### src/rtl/irqc_pkg.sv
package irqc_pkg;

  typedef enum logic [1:0] {
    OP_WRITE = 2'd0,
    OP_SET   = 2'd1,
    OP_CLR   = 2'd2,
    OP_TOG   = 2'd3
  } alias_op_e;

  localparam int LVL_W = 2;

  localparam logic [11:0] OFS_VECTOR = 12'h000;
  localparam logic [11:0] OFS_LVLACK = 12'h010;
  localparam logic [11:0] OFS_CTRL   = 12'h020;
  localparam logic [11:0] OFS_STAT   = 12'h030;
  localparam logic [11:0] OFS_RAW    = 12'h040;
  localparam logic [11:0] OFS_SRC    = 12'h060;

  localparam int CB_IRQ_EN     = 16;
  localparam int CB_READ_ENTRY = 18;
  localparam int CB_NO_NEST    = 19;

  function automatic logic [31:0] alias_apply(input alias_op_e op,
                                              input logic [31:0] cur,
                                              input logic [31:0] wd,
                                              input logic [31:0] keep);
    logic [31:0] r;
    case (op)
      OP_WRITE: r = wd;
      OP_SET:   r = cur | wd;
      OP_CLR:   r = cur & ~wd;
      default:  r = cur ^ wd;
    endcase
    return r & keep;
  endfunction

endpackage

### src/rtl/irqc_src_bank.sv
module irqc_src_bank
  import irqc_pkg::*;
#(
  parameter int NUM_SRC = 64
) (
  input  logic                              clk,
  input  logic                              rst,
  input  logic                              wr_en,
  input  logic [$clog2(NUM_SRC/4)-1:0]      wr_idx,
  input  alias_op_e                         wr_op,
  input  logic [31:0]                       wr_data,
  input  logic [$clog2(NUM_SRC/4)-1:0]      rd_idx,
  output logic [31:0]                       rd_data,
  output logic [NUM_SRC-1:0]                src_en,
  output logic [NUM_SRC-1:0]                src_soft,
  output logic [NUM_SRC-1:0][LVL_W-1:0]     src_prio
);
  localparam int NREG  = NUM_SRC / 4;
  localparam int IDX_W = $clog2(NREG);
  localparam logic [31:0] BYTE_KEEP = 32'h0F0F_0F0F;

  logic [NREG-1:0][31:0] ctl_q;

  for (genvar r = 0; r < NREG; r++) begin : g_reg
    always_ff @(posedge clk) begin
      if (rst) begin
        ctl_q[r] <= '0;
      end else if (wr_en && wr_idx == IDX_W'(r)) begin
        ctl_q[r] <= alias_apply(wr_op, ctl_q[r], wr_data, BYTE_KEEP);
      end
    end
  end

  for (genvar n = 0; n < NUM_SRC; n++) begin : g_src
    assign src_prio[n] = ctl_q[n/4][8*(n%4) +: LVL_W];
    assign src_en[n]   = ctl_q[n/4][8*(n%4) + 2];
    assign src_soft[n] = ctl_q[n/4][8*(n%4) + 3];
  end

  assign rd_data = ctl_q[rd_idx];

endmodule

### src/rtl/irqc_arbiter.sv
module irqc_arbiter
  import irqc_pkg::*;
#(
  parameter int NUM_SRC = 64
) (
  input  logic [NUM_SRC-1:0]            req,
  input  logic [NUM_SRC-1:0][LVL_W-1:0] prio,
  output logic                          win_valid,
  output logic [$clog2(NUM_SRC)-1:0]    win_id,
  output logic [LVL_W-1:0]              win_lvl
);
  localparam int ID_W = $clog2(NUM_SRC);

  // Scan from the top index down; ">=" lets a lower index take a tie.
  always_comb begin
    win_valid = 1'b0;
    win_id    = '0;
    win_lvl   = '0;
    for (int i = NUM_SRC - 1; i >= 0; i--) begin
      if (req[i] && (!win_valid || prio[i] >= win_lvl)) begin
        win_valid = 1'b1;
        win_id    = ID_W'(i);
        win_lvl   = prio[i];
      end
    end
  end

endmodule

### src/rtl/irqc_level_tracker.sv
module irqc_level_tracker
  import irqc_pkg::*;
#(
  parameter int NUM_LVL = 4
) (
  input  logic               clk,
  input  logic               rst,
  input  logic               enter,
  input  logic [LVL_W-1:0]   enter_lvl,
  input  logic               ack,
  input  logic [NUM_LVL-1:0] ack_mask,
  output logic [NUM_LVL-1:0] inserv,
  output logic               busy,
  output logic [LVL_W-1:0]   top_lvl
);
  logic [NUM_LVL-1:0] inserv_q, inserv_d;

  always_comb begin
    inserv_d = inserv_q;
    if (ack)   inserv_d = inserv_d & ~ack_mask;
    if (enter) inserv_d[enter_lvl] = 1'b1;
  end

  always_ff @(posedge clk) begin
    if (rst) inserv_q <= '0;
    else     inserv_q <= inserv_d;
  end

  always_comb begin
    top_lvl = '0;
    for (int l = 0; l < NUM_LVL; l++) begin
      if (inserv_q[l]) top_lvl = LVL_W'(l);
    end
  end

  assign busy   = |inserv_q;
  assign inserv = inserv_q;

endmodule

### src/rtl/irq_collector.sv
module irq_collector
  import irqc_pkg::*;
#(
  parameter int NUM_SRC = 64,
  parameter int ADDR_W  = 12
) (
  input  logic               clk,
  input  logic               rst,
  input  logic [NUM_SRC-1:0] irq_lines,
  input  logic               bus_wr,
  input  logic               bus_rd,
  input  logic [ADDR_W-1:0]  bus_addr,
  input  logic [31:0]        bus_wdata,
  output logic [31:0]        bus_rdata,
  output logic               cpu_irq
);
  localparam int NUM_LVL   = 1 << LVL_W;
  localparam int ID_W      = $clog2(NUM_SRC);
  localparam int NREG      = NUM_SRC / 4;
  localparam int IDX_W     = $clog2(NREG);
  localparam int RAW_WORDS = NUM_SRC / 32;
  localparam logic [11:0] OFS_TBASE = OFS_SRC + 12'(NREG * 16);
  localparam logic [31:0] CTRL_KEEP = (32'd1 << CB_IRQ_EN) | (32'd1 << CB_READ_ENTRY)
                                    | (32'd1 << CB_NO_NEST);
  localparam logic [31:0] TBASE_KEEP = 32'hFFFF_FFFC;

  // Address decode
  logic [11:0] reg_ofs, src_off;
  alias_op_e   op;
  logic        src_hit;
  logic [IDX_W-1:0] src_idx;
  logic        unused_bits;

  assign reg_ofs = {bus_addr[11:4], 4'h0};
  assign op      = alias_op_e'(bus_addr[3:2]);
  assign src_off = reg_ofs - OFS_SRC;
  assign src_hit = (reg_ofs >= OFS_SRC) && (reg_ofs < OFS_TBASE);
  assign src_idx = src_off[4 +: IDX_W];
  assign unused_bits = &{1'b0, bus_addr[1:0], src_off[3:0], src_off[11:4+IDX_W],
                         bus_wdata[31:NUM_LVL]};

  // Control and table base
  logic [31:0] ctrl_q, tbase_q;
  logic irq_en, read_mode, no_nest;

  always_ff @(posedge clk) begin
    if (rst) begin
      ctrl_q  <= '0;
      tbase_q <= '0;
    end else if (bus_wr) begin
      if (reg_ofs == OFS_CTRL)  ctrl_q  <= alias_apply(op, ctrl_q, bus_wdata, CTRL_KEEP);
      if (reg_ofs == OFS_TBASE) tbase_q <= alias_apply(op, tbase_q, bus_wdata, TBASE_KEEP);
    end
  end

  assign irq_en    = ctrl_q[CB_IRQ_EN];
  assign read_mode = ctrl_q[CB_READ_ENTRY];
  assign no_nest   = ctrl_q[CB_NO_NEST];

  // Per-source control
  logic [NUM_SRC-1:0]            src_en, src_soft;
  logic [NUM_SRC-1:0][LVL_W-1:0] src_prio;
  logic [31:0]                   src_rd;

  irqc_src_bank #(.NUM_SRC(NUM_SRC)) u_bank (
    .clk      (clk),
    .rst      (rst),
    .wr_en    (bus_wr && src_hit),
    .wr_idx   (src_idx),
    .wr_op    (op),
    .wr_data  (bus_wdata),
    .rd_idx   (src_idx),
    .rd_data  (src_rd),
    .src_en   (src_en),
    .src_soft (src_soft),
    .src_prio (src_prio)
  );

  // Selection
  logic [NUM_SRC-1:0] req;
  logic               win_valid;
  logic [ID_W-1:0]    win_id;
  logic [LVL_W-1:0]   win_lvl;

  assign req = (irq_lines | src_soft) & src_en;

  irqc_arbiter #(.NUM_SRC(NUM_SRC)) u_arb (
    .req       (req),
    .prio      (src_prio),
    .win_valid (win_valid),
    .win_id    (win_id),
    .win_lvl   (win_lvl)
  );

  // Service tracking
  logic               enter, ack, busy, presentable;
  logic [NUM_LVL-1:0] inserv, ack_mask;
  logic [LVL_W-1:0]   top_lvl, enter_lvl;

  assign presentable = win_valid &&
                       (no_nest ? !busy : (!busy || win_lvl > top_lvl));
  assign enter     = presentable && (reg_ofs == OFS_VECTOR) &&
                     ((bus_wr && !read_mode) || (bus_rd && read_mode));
  assign enter_lvl = win_lvl;
  assign ack       = bus_wr && (reg_ofs == OFS_LVLACK);
  assign ack_mask  = bus_wdata[NUM_LVL-1:0];

  irqc_level_tracker #(.NUM_LVL(NUM_LVL)) u_lvl (
    .clk       (clk),
    .rst       (rst),
    .enter     (enter),
    .enter_lvl (enter_lvl),
    .ack       (ack),
    .ack_mask  (ack_mask),
    .inserv    (inserv),
    .busy      (busy),
    .top_lvl   (top_lvl)
  );

  logic [ID_W-1:0] active_id, shown_id;
  logic [31:0]     vec_val, rd_mux;

  always_ff @(posedge clk) begin
    if (rst)        active_id <= '0;
    else if (enter) active_id <= win_id;
  end

  assign shown_id = presentable ? win_id : active_id;
  assign vec_val  = {tbase_q[31:2], 2'b00} + (32'(shown_id) << 2);

  always_comb begin
    rd_mux = '0;
    for (int w = 0; w < RAW_WORDS; w++) begin
      if (reg_ofs == OFS_RAW + 12'(w * 16)) rd_mux = irq_lines[w*32 +: 32];
    end
    if (reg_ofs == OFS_VECTOR)     rd_mux = vec_val;
    else if (reg_ofs == OFS_CTRL)  rd_mux = ctrl_q;
    else if (reg_ofs == OFS_STAT)  rd_mux = 32'(shown_id);
    else if (reg_ofs == OFS_TBASE) rd_mux = tbase_q;
    else if (src_hit)              rd_mux = src_rd;
  end

  always_ff @(posedge clk) begin
    if (rst) begin
      bus_rdata <= '0;
      cpu_irq   <= 1'b0;
    end else begin
      if (bus_rd) bus_rdata <= rd_mux;
      cpu_irq <= irq_en && presentable;
    end
  end

endmodule

### config.mk
export PLATFORM = sky130hd
export DESIGN_NAME = irq_collector
export DESIGN_NICKNAME = d
export VERILOG_FILES = /design/src/rtl/irqc_pkg.sv /design/src/rtl/irqc_src_bank.sv /design/src/rtl/irqc_arbiter.sv /design/src/rtl/irqc_level_tracker.sv /design/src/rtl/irq_collector.sv
export SDC_FILE = /design/constraint.sdc
export NUM_CORES = 1
export LEC_CHECK = 0
export BUFFER_PORTS_ARGS = -buffer_cell sky130_fd_sc_hd__buf_2
export CAP_MARGIN = 5
export CORE_UTILIZATION = 34
export DETAILED_ROUTE_END_ITERATION = 10
export SLEW_MARGIN = 10
export SYNTH_ARGS = -nofsm -noshare
export SYNTH_HDL_FRONTEND = slang
export SYNTH_SLANG_ARGS = --single-unit
### constraint.sdc
create_clock -name clk -period 132.2 [get_ports clk]
set_input_delay 19.83 -clock clk [delete_from_list [all_inputs] [get_ports clk]]
set_output_delay 19.83 -clock clk [all_outputs]
set_load 0.01 [all_outputs]
======== Yosys cells after proc, flatten, opt, wreduce, memory -nomap -nowiden ========
Cells that the tools add are included.
storage, ports and cells
  word-level logic and storage cells ...... 629
  output and inout bits ................... 33
  flip-flop bits (word level) ............. 332
cells by class
  order comparisons ....................... 69
  add/subtract/negate cells ............... 2
  reduce and logical (&&, ||, !) cells .... 225
  muxes and demuxes ....................... 228
  equal/unequal tests ..................... 23
  bitwise logic cells ..................... 60
operators with widths
  operator                                    number
  28-bit one-hot mux with 3 select lines      16
  28-bit bitwise AND                          16
  28-bit bitwise OR                           16
  28-bit bitwise XOR                          16
  6-bit two-way mux                           65
  32-bit two-way mux                          8
  2-bit two-way mux                           66
  32-bit binary-select mux with 4-bit select  1
  2-bit >= comparator                         63
  32-bit one-hot mux with 3 select lines      1
  1-bit logical AND                           89
  1-bit two-way mux                           67
  1-bit zero test                             65
  1-bit logical OR                            65
  64-bit bitwise AND                          1
  64-bit bitwise OR                           1
  20-bit one-hot mux with 3 select lines      1
  32-bit by 8-bit adder with 32-bit output    1
  32-bit bitwise AND                          1
  4-bit == test, second input constant        8
  32-bit NOT                                  1
  32-bit bitwise OR                           1
  32-bit bitwise XOR                          1
  20-bit bitwise AND                          1
  other kinds (28)                            36

======== Depth between registers and ports, before layout ========
Gate-level depths: netlist of run 1.
  word-level depth ........................ 263
  gate-level depth with buffers ........... 443

======== Hierarchy ========
A second synthesis of run 1 with hierarchy kept.
unflattened totals
  cell total of the unflattened synthesis .. 4589
  area, all modules ....................... 39056.2 um^2
by module, submodules not included
  module              area each (um^2)  cells each  times used
  irqc_src_bank       25473.2           2762        1
  irq_collector       7121.8            851         1
  irqc_arbiter        6268.5            954         1
  irqc_level_tracker  192.7             22          1

======== Worst setup path after synthesis of run 1 ========
Ideal clock, no wire load.
  kind .................................... input to register
  start ................................... input irq_lines[63]
  end ..................................... register bus_rdata[25]
  data arrival time ....................... 98.544 ns
  cell stages on the path ................. 424
  path slack .............................. 33.591 ns
  cells stage by stage .................... o21ai_2 nor2_1 ha_1 nand2b_1 a211o_1 a21o_1 and2_1 ha_1 a221oi_2 nor2_1 a311oi_1 a21oi_1 ha_1 nand2b_1 a21oi_1 a21o_1 clkbuf_1 o21ai_0 (+388 left out) buf_2 nor2_1 a22oi_1 inv_1 ha_1 a21o_1 a21o_1 a21o_1 a21oi_1 nor2b_1 o21ai_0 inv_1 nand3_1 nor3_1 xnor2_1 o221ai_1 o21ai_0 nor2_1
between the ends
  cells in the longest elaborated chain, start to end .. 262
  elaborated cells between the ends (all ways) .. 453
  those cells by class .................... add/sub (1); order compare (64); mux (195); bitwise (2); reduce/logical (191)
ends and longest elaborated chain
  item                                                    line                  source
  start: declaration                                      irq_collector.sv:9    input logic [NUM_SRC-1:0] irq_lines,
  64-bit bitwise OR (*)                                   irq_collector.sv:85   assign req = (irq_lines | src_soft) & src_en;
  64-bit bitwise AND (*)                                  irq_collector.sv:85
  2-bit two-way mux or 1-bit two-way mux (tied branches)  irqc_arbiter.sv:20    if (req[i] && (!win_valid || prio[i] >= win_lvl)) begin
  2-bit >= comparator or 1-bit zero test (tied branches)  irqc_arbiter.sv:20
  1-bit logical OR                                        irqc_arbiter.sv:20
  1-bit logical AND                                       irqc_arbiter.sv:20
  2-bit two-way mux or 1-bit two-way mux (tied branches)  irqc_arbiter.sv:20
  2-bit >= comparator or 1-bit zero test (tied branches)  irqc_arbiter.sv:20
  (+246 left out)                                         -
  2-bit two-way mux                                       irqc_arbiter.sv:20
  2-bit greater-than comparator                           irq_collector.sv:101  (no_nest ? !busy : (!busy || win_lvl > top_lvl));
  1-bit logical OR                                        irq_collector.sv:101
  1-bit two-way mux                                       irq_collector.sv:101
  1-bit logical AND                                       irq_collector.sv:100  assign presentable = win_valid &&
  6-bit two-way mux (*)                                   irq_collector.sv:128  assign shown_id = presentable ? win_id : active_id;
  32-bit by 8-bit adder with 32-bit output (*)            irq_collector.sv:129  assign vec_val = {tbase_q[31:2], 2'b00} + (32'(shown_id) << 2);
  32-bit two-way mux (*)                                  irq_collector.sv:136  if (reg_ofs == OFS_VECTOR) rd_mux = vec_val;
  end signal: assignment                                  irq_collector.sv:148  if (bus_rd) bus_rdata <= rd_mux;
  end: declaration                                        irq_collector.sv:14   output logic [31:0] bus_rdata,
Mark *: on every way between the ends. The rest lies on a longest branch, timed or not.
A chain may end at the register's enable or synchronous reset.

======== Worst setup path in the final report of run 1 ========
Same ends and word-level chain as after synthesis.

==> results of run 1 <==
-- kinds of logic after synthesis --
kind of cell | synth area share, %
AOI/OAI and AO/OA | 24.4
xor gates and xnor gates | 0.681
adders and majority gates | 22.6
buffers and inverters | 6.72
DFF | 17.8
muxes | 15.7
and+or+nand+nor | 12.0
-- state kept, by name, summed over array words and instances, names as in the netlist --
| register | count |
|---|---|
| u_bank.src_en | 64 |
| active_id | 6 |
| u_lvl.inserv | 4 |
| bus_rdata | 32 |
| ctrl_q | 3 |
| u_bank.src_soft | 64 |
| tbase_q | 30 |
| u_bank.src_prio | 128 |
| cpu_irq | 1 |
-- where the power goes --
group          switching [uW]  internal [uW]
Combinational            34.9           18.9
Clock                    52.1           70.1
Sequential              0.688            101
-- area by class of cell --
type	count	area, sq um
Fill cell	11100	68000
Multi-Input combinational cell	3483	28300
Sequential cell	332	6650
Tap cell	1414	1770
Inverter	368	1380
Clock buffer	59	1270
Timing Repair Buffer	208	1270
Clock inverter	9	101
Antenna cell	6	15.0
-- worst reg2reg max path: cells and delay by family, from the launching register on --
family / cells / cell delay [ns]
muxes: 20 / 6.86
xor gates and xnor gates: 1 / 0.14
and+or+nand+nor: 129 / 19.61
AOI/OAI and AO/OA: 175 / 41.45
buffers and inverters: 13 / 1.31
adders and majority gates: 82 / 23.54
DFF: 1 / 0.38
-- worst min path at each step --
stage | start | end | slack, ns | depth (start not counted)
2_1_floorplan | u_lvl.inserv[1]$_SDFF_PP0_ | u_lvl.inserv[1]$_SDFF_PP0_ | 0.45 | 2
5_1_grt | bus_rdata[5]$_SDFFE_PP0P_ | bus_rdata[5]$_SDFFE_PP0P_ | 0.50 | 1
6_report | bus_rdata[23]$_SDFFE_PP0P_ | bus_rdata[23]$_SDFFE_PP0P_ | 0.47 | 2
4_1_cts | bus_rdata[16]$_SDFFE_PP0P_ | bus_rdata[16]$_SDFFE_PP0P_ | 0.47 | 2
3_3_place_gp | bus_rdata[5]$_SDFFE_PP0P_ | bus_rdata[5]$_SDFFE_PP0P_ | 0.46 | 1
3_5_place_dp | bus_rdata[16]$_SDFFE_PP0P_ | bus_rdata[16]$_SDFFE_PP0P_ | 0.46 | 2
-- metal layers --
metal,wire (um),share of wire [%]
met1,62100,43
met4,7050,4.9
met3,12700,8.9
met5,147,0.10
met2,60900,43
-- placed cells by master, fill, tap and decap left out, drive strengths merged, types with 8 or more instances in the layout --
master and instances:
nor3 66, or3 15, o211ai 19, clkbuf 59, and3 22, nand2b 59, a22oi 11, nor2 517
inv 365, ha 657, nand4 11, buf 208, a31o 8, a21o 24, o21a 20, nand3 62
a21oi 371, mux2i 36, or2 15, a221oi 9, o22ai 11, mux2 296, clkinv 9, a211oi 573
o221ai 33, mux4 96, dfxtp 332, o31ai 15, a31oi 24, o21ai 138, xnor2 26, maj3 19
nor4 16, and2 16, nor2b 19, nand2 169
-- stage by stage --
step	setup WS (ns)	instance area (sq um)
floorplan	33.59	37300
global placement	21.60	39300
detailed placement	21.21	39300
CTS	21.33	40700
global route	13.70	40700
finish	19.90	40700
==> out/qor.yml, run 1 <==
setup_tns_ns: 0
grt_util_met3_pct: 4.52
synth_top_cell_by_area: "ha_1"
fmax_ghz: 0.00890
slowest_delay_ns: 0.84
use_met1_pct: 34.2
crit_fanout: 13
synth_ff_type: "dfxtp_1"
grt.busiest_layer: "met2"
crit_arrival_ns: 112.84
powerDensity_nw_per_um2: 6.81
r2r_setup_slack_ns: 38.88
routedWlPerCell_um: 24.3
drive_gt1_share_pct: 16.7
end_kind: "flop"
grt_max_degree: 187
io_pins: 145
total_power_uw: 277
core_area_sq_um: 109000
dp_cells: 5805
yosysWarnings: 0
cts_hold_buffers: 0
dieArea_sq_um: 111000
grtUsageMet2_pct: 37.9
rsz0062_at_grt: "no"
setup_viol: 0
cp_slowest_cell: "o311ai_0"
synth.top_cell.area_share_pct: 22.1
slew_violations: 0
rows: 121
die_x_um: 333
crit_path_start: "irq_lines[63]"
syn_inst: 4478
grtUsageTotal_pct: 24.9
status: "complete, no violations"
regToRegEndpoint: "bus_rdata[25]$_SDFFE_PP0P_"
start_kind: "primary input"
synth.most_common_cell: "ha_1"
maxCapViolations: 0
ys_seq_area_share_pct: 17.8
ys_top_cells_by_count: "657 x ha_1, 573 x a211oi_1, 517 x nor2_1, 370 x a21oi_1, 368 x inv_1"
via_per_inst: 5.94
r2r_start: "u_bank.src_soft[63]$_SDFFE_PP0P_"
cp.required_ns: 132.74
drt-total-wl_um: 143000
irDropWorstVdd_mv: 0.00717
globalplace.congestion: 0.972
grt_pass1_vias: 31900
worstSkewPairLatency_ns: 0.61
ctsHtreeMaxLevel: 2
synth.distinct_cells: 93
cts_resized: 0
drt_iter0_markers: 3310
finish.utilization_pct: 37.5
cts.sink_count: 332
critPathKind: "primary input to flop"
synth_fp_nets: 5248
num_vias: 34900
clock_skew_ns: 0.0335
fin_cells: 5879
p_leak_uw: 0.0158
cts_setup_buffers: 0
cp.depth: 421
hold_violations: 0
ys_ff_latch: 332
period_share_pct: 84.9
cts_inserted_buffers: 42
cp_common_cell: "ha_1"
post-route-min-period_ns: 112.30
ant_nets: 0
clk_path_buf_depth: 3
antenna_found_initial: 17
critPathBufInv: 14
hold_slack_ns: 0.471
cts_tree: "built"
area_delta_synth_final_pct: 9.26
syn_avg_cell_area_sq_um: 8.32
synthesis.area_sq_um: 37300
synth_edf_count: 0
initial_core_util_pct: 34.3
grt_pass1_wl_um: 211000
clkTransAtPathRegs_ns: 0.06
dp_hpwl_um: 102000
clock-root-buffer: "clkbuf_16"
relSlewSlack_pct: 17.9
tightest_slew_ns: 1.23
synth_area_leaders: "ha_1 22%, dfxtp_1 18%, a211oi_1 12%"
critPathTopFamily: "compound AO/OA/AOI/OAI gates"
nets: 5205
synthArstFlopShare_pct: 0
die_height_um: 333
rr_worst_depth: 420
numPortBuffers: 142
crit_path_end: "bus_rdata[25]$_SDFFE_PP0P_"
drcViolationCount: 0
firstDrtPassIters: 6
hold_class: "flop to flop"
gr-total-overflow: 0
Note: power is estimated with default switching activity, not from simulation.
==> run 2, diff against run 1 <==
==> constraint.sdc (replaced) <==
create_clock -name clk -period 112.3 [get_ports clk]
set_input_delay 16.845 -clock clk [delete_from_list [all_inputs] [get_ports clk]]
set_output_delay 16.845 -clock clk [all_outputs]
set_load 0.01 [all_outputs]
==> out/qor.yml, run 2 (synthesis gave the netlist of run 1 again) <==
status: "complete, no violations"
placed_area_sq_um: 39400  # about the same
period_share_pct: 94.1
p_clk_share_pct: 44.4  # +0.3 points
grt_pass1_wl_um: 213000  # +0.89%
hold_depth: 2  # unchanged
antenna_found_initial: 19  # +2
relSlewSlack_pct: 13.5  # -4.4 points
grt_pass1_vias: 32100  # +0.66%
cts_resized: 0  # unchanged
critPathKind: "primary input to flop"
grtUsageTotal_pct: 25.2  # +0.27 points
p_leak_uw: 0.0158  # +0.17%
sw_frac_of_total_pct: 31.5  # -0.049 points
hold_class: "flop to flop"
io_pins: 145  # unchanged
largest_reg_flops: 128  # unchanged
post-route-min-period_ns: 105.68
globalplace.congestion: 0.959  # -1.3%
final_common_cell: "ha_1"
initial_core_util_pct: 34.3  # unchanged
slew_violations: 0  # unchanged
nets: 5208  # +0.058%
dp_hpwl_um: 103000  # +0.69%
seq_power_share_pct: 36.3  # -0.3 points
start_kind: "primary input"
total_power_uw: 329  # +19%
drt_iter0_markers: 3463  # +4.6%
cts.sink_count: 332  # unchanged
fmax_ghz: 0.00946
core_area_sq_um: 109000  # unchanged
num_vias: 35000  # +0.14%
firstDrtPassIters: 6  # unchanged
grt_max_degree: 165  # -12%
post-route-cell-area_sq_um: 40900  # +0.38%
hold_violations: 0  # unchanged
drive_gt1_share_pct: 17.2  # +0.58 points
dieArea_sq_um: 111000  # unchanged
worstSkewPairLatency_ns: 0.60  # about the same
numPortBuffers: 142  # unchanged
hold_slack_ns: 0.471  # -0.000142 ns
final_cell_mix: "657 x ha_1, 572 x a211oi_1, 490 x nor2_1, 367 x a21oi_1, 364 x inv_1"
min_from: "bus_rdata[16]$_SDFFE_PP0P_"
gr-total-overflow: 0  # unchanged
rr_worst_depth: 421  # +0.24%
drcViolationCount: 0  # unchanged
setup_viol: 0  # unchanged
setup_slack_ns: 6.62  # -13.28 ns
end_kind: "flop"
die_height_um: 333  # unchanged
cp.required_ns: 112.84  # -19.90 ns
die_x_um: 333  # unchanged
clock-root-buffer: "clkbuf_16"
tightest_slew_ns: 1.30  # +0.0660 ns
drt-total-wl_um: 144000  # +0.66%
crit_fanout: 13  # unchanged
crit_path_start: "irq_lines[63]"
ant_nets: 0  # unchanged
cp_common_cell: "ha_1"
powerDensity_nw_per_um2: 8.05  # +18%
ctsHtreeMaxLevel: 2  # unchanged
cts_tree: "built"
rows: 121  # unchanged
power.switching_uw: 104  # +18%
routedWlPerCell_um: 24.4  # +0.58%
intPower_uw: 225  # +19%
r2r_setup_slack_ns: 22.62  # -16.26 ns
slowest_delay_ns: 0.48  # -0.36 ns
dp_worst_setup_slack_ns: 3.70  # -17.51 ns
cp_slowest_cell: "o311ai_4"
cts_hold_buffers: 0  # unchanged
cts_setup_buffers: 0  # unchanged
maxCapViolations: 0  # unchanged
clkTransAtPathRegs_ns: 0.06  # about the same
cts_inserted_buffers: 42  # unchanged
via_per_inst: 5.94  # about the same
crit_arrival_ns: 106.22  # -6.62 ns
clock_skew_ns: 0.0159  # -0.0175 ns
clk_path_buf_depth: 3  # unchanged
pwr-share-comb_pct: 19.3  # about the same
area_delta_synth_final_pct: 9.68
irDropWorstVdd_mv: 0.00879  # +23%
r2r_start: "u_bank.src_soft[63]$_SDFFE_PP0P_"
## run 2: cell count changes in the layout (fill, tap and decap cells not counted), moves of 2 or more
cell,change
buf_4,+4
o311ai_2,+2
bufinv_16,+2
a31oi_1,-3
a31oi_2,+3
a21oi_2,+3
clkbuf_1,+3
o21ai_0,-4
a21oi_1,-3
o21ai_2,+6
o21ai_1,-2
clkbuf_16,-2
## run 2: through the flow
stage | TNS (ns) | cells | util (%)
after floorplan | 0 | 4478 | -
after global placement | 0 | 5808 | 36.2
after detailed placement | 0 | 5808 | 36.2
after CTS | 0 | 5879 | 37.5
after global routing | -0.000384 | 5879 | 37.6
final | 0 | 5884 | 37.6
## run 2: critical path, delay by kind of cell
kind	cells	cell delay, ns
XOR/XNOR	1	0.14
adder cells (fa/ha/maj)	82	23.37
AO/OA/AOI/OAI	177	38.29
buffers and inverters	14	1.37
multiplexers	19	6.49
AND/OR/NAND/NOR	129	19.60
## run 2: worst paths after layout
| path | end |
|---|---|
| max | bus_rdata[25]$_SDFFE_PP0P_ |
| min | bus_rdata[16]$_SDFFE_PP0P_ |
| max reg2reg | bus_rdata[25]$_SDFFE_PP0P_ |
| min reg2reg | bus_rdata[16]$_SDFFE_PP0P_ |
## run 2: routing by layer
layer | wire length, um | vias up | global-route usage, %
met5 | 200 | - | 0
met4 | 6560 | 24 | 10.3
met3 | 11900 | 255 | 4.77
met2 | 61400 | 1372 | 38.5
met1 | 63700 | 16900 | 34.5
li1 | - | 16400 | -
## run 2: final cells by class
| cell class | instances | area [sq um] |
|---|---|---|
| inverters | 368 | 1380 |
| well taps | 1414 | 1770 |
| multi-input cells | 3483 | 28400 |
| diodes | 5 | 12.5 |
| flip-flops and latches | 332 | 6650 |
| repair buffers | 211 | 1280 |
| clock inverters | 12 | 170 |
| fillers | 11100 | 67800 |
| clock buffers | 59 | 1220 |
## run 2: power groups by stage
| stage | Clock [uW] | Combinational (uW) | Sequential, uW |
|---|---|---|---|
| detailed placement | 0 | 61.9 | 122 |
| global route | 152 | 68.8 | 119 |
| CTS | 148 | 62.5 | 119 |
| global placement | 0 | 60.8 | 122 |
| finish | 146 | 63.6 | 119 |
| floorplan | 0 | 40.4 | 122 |
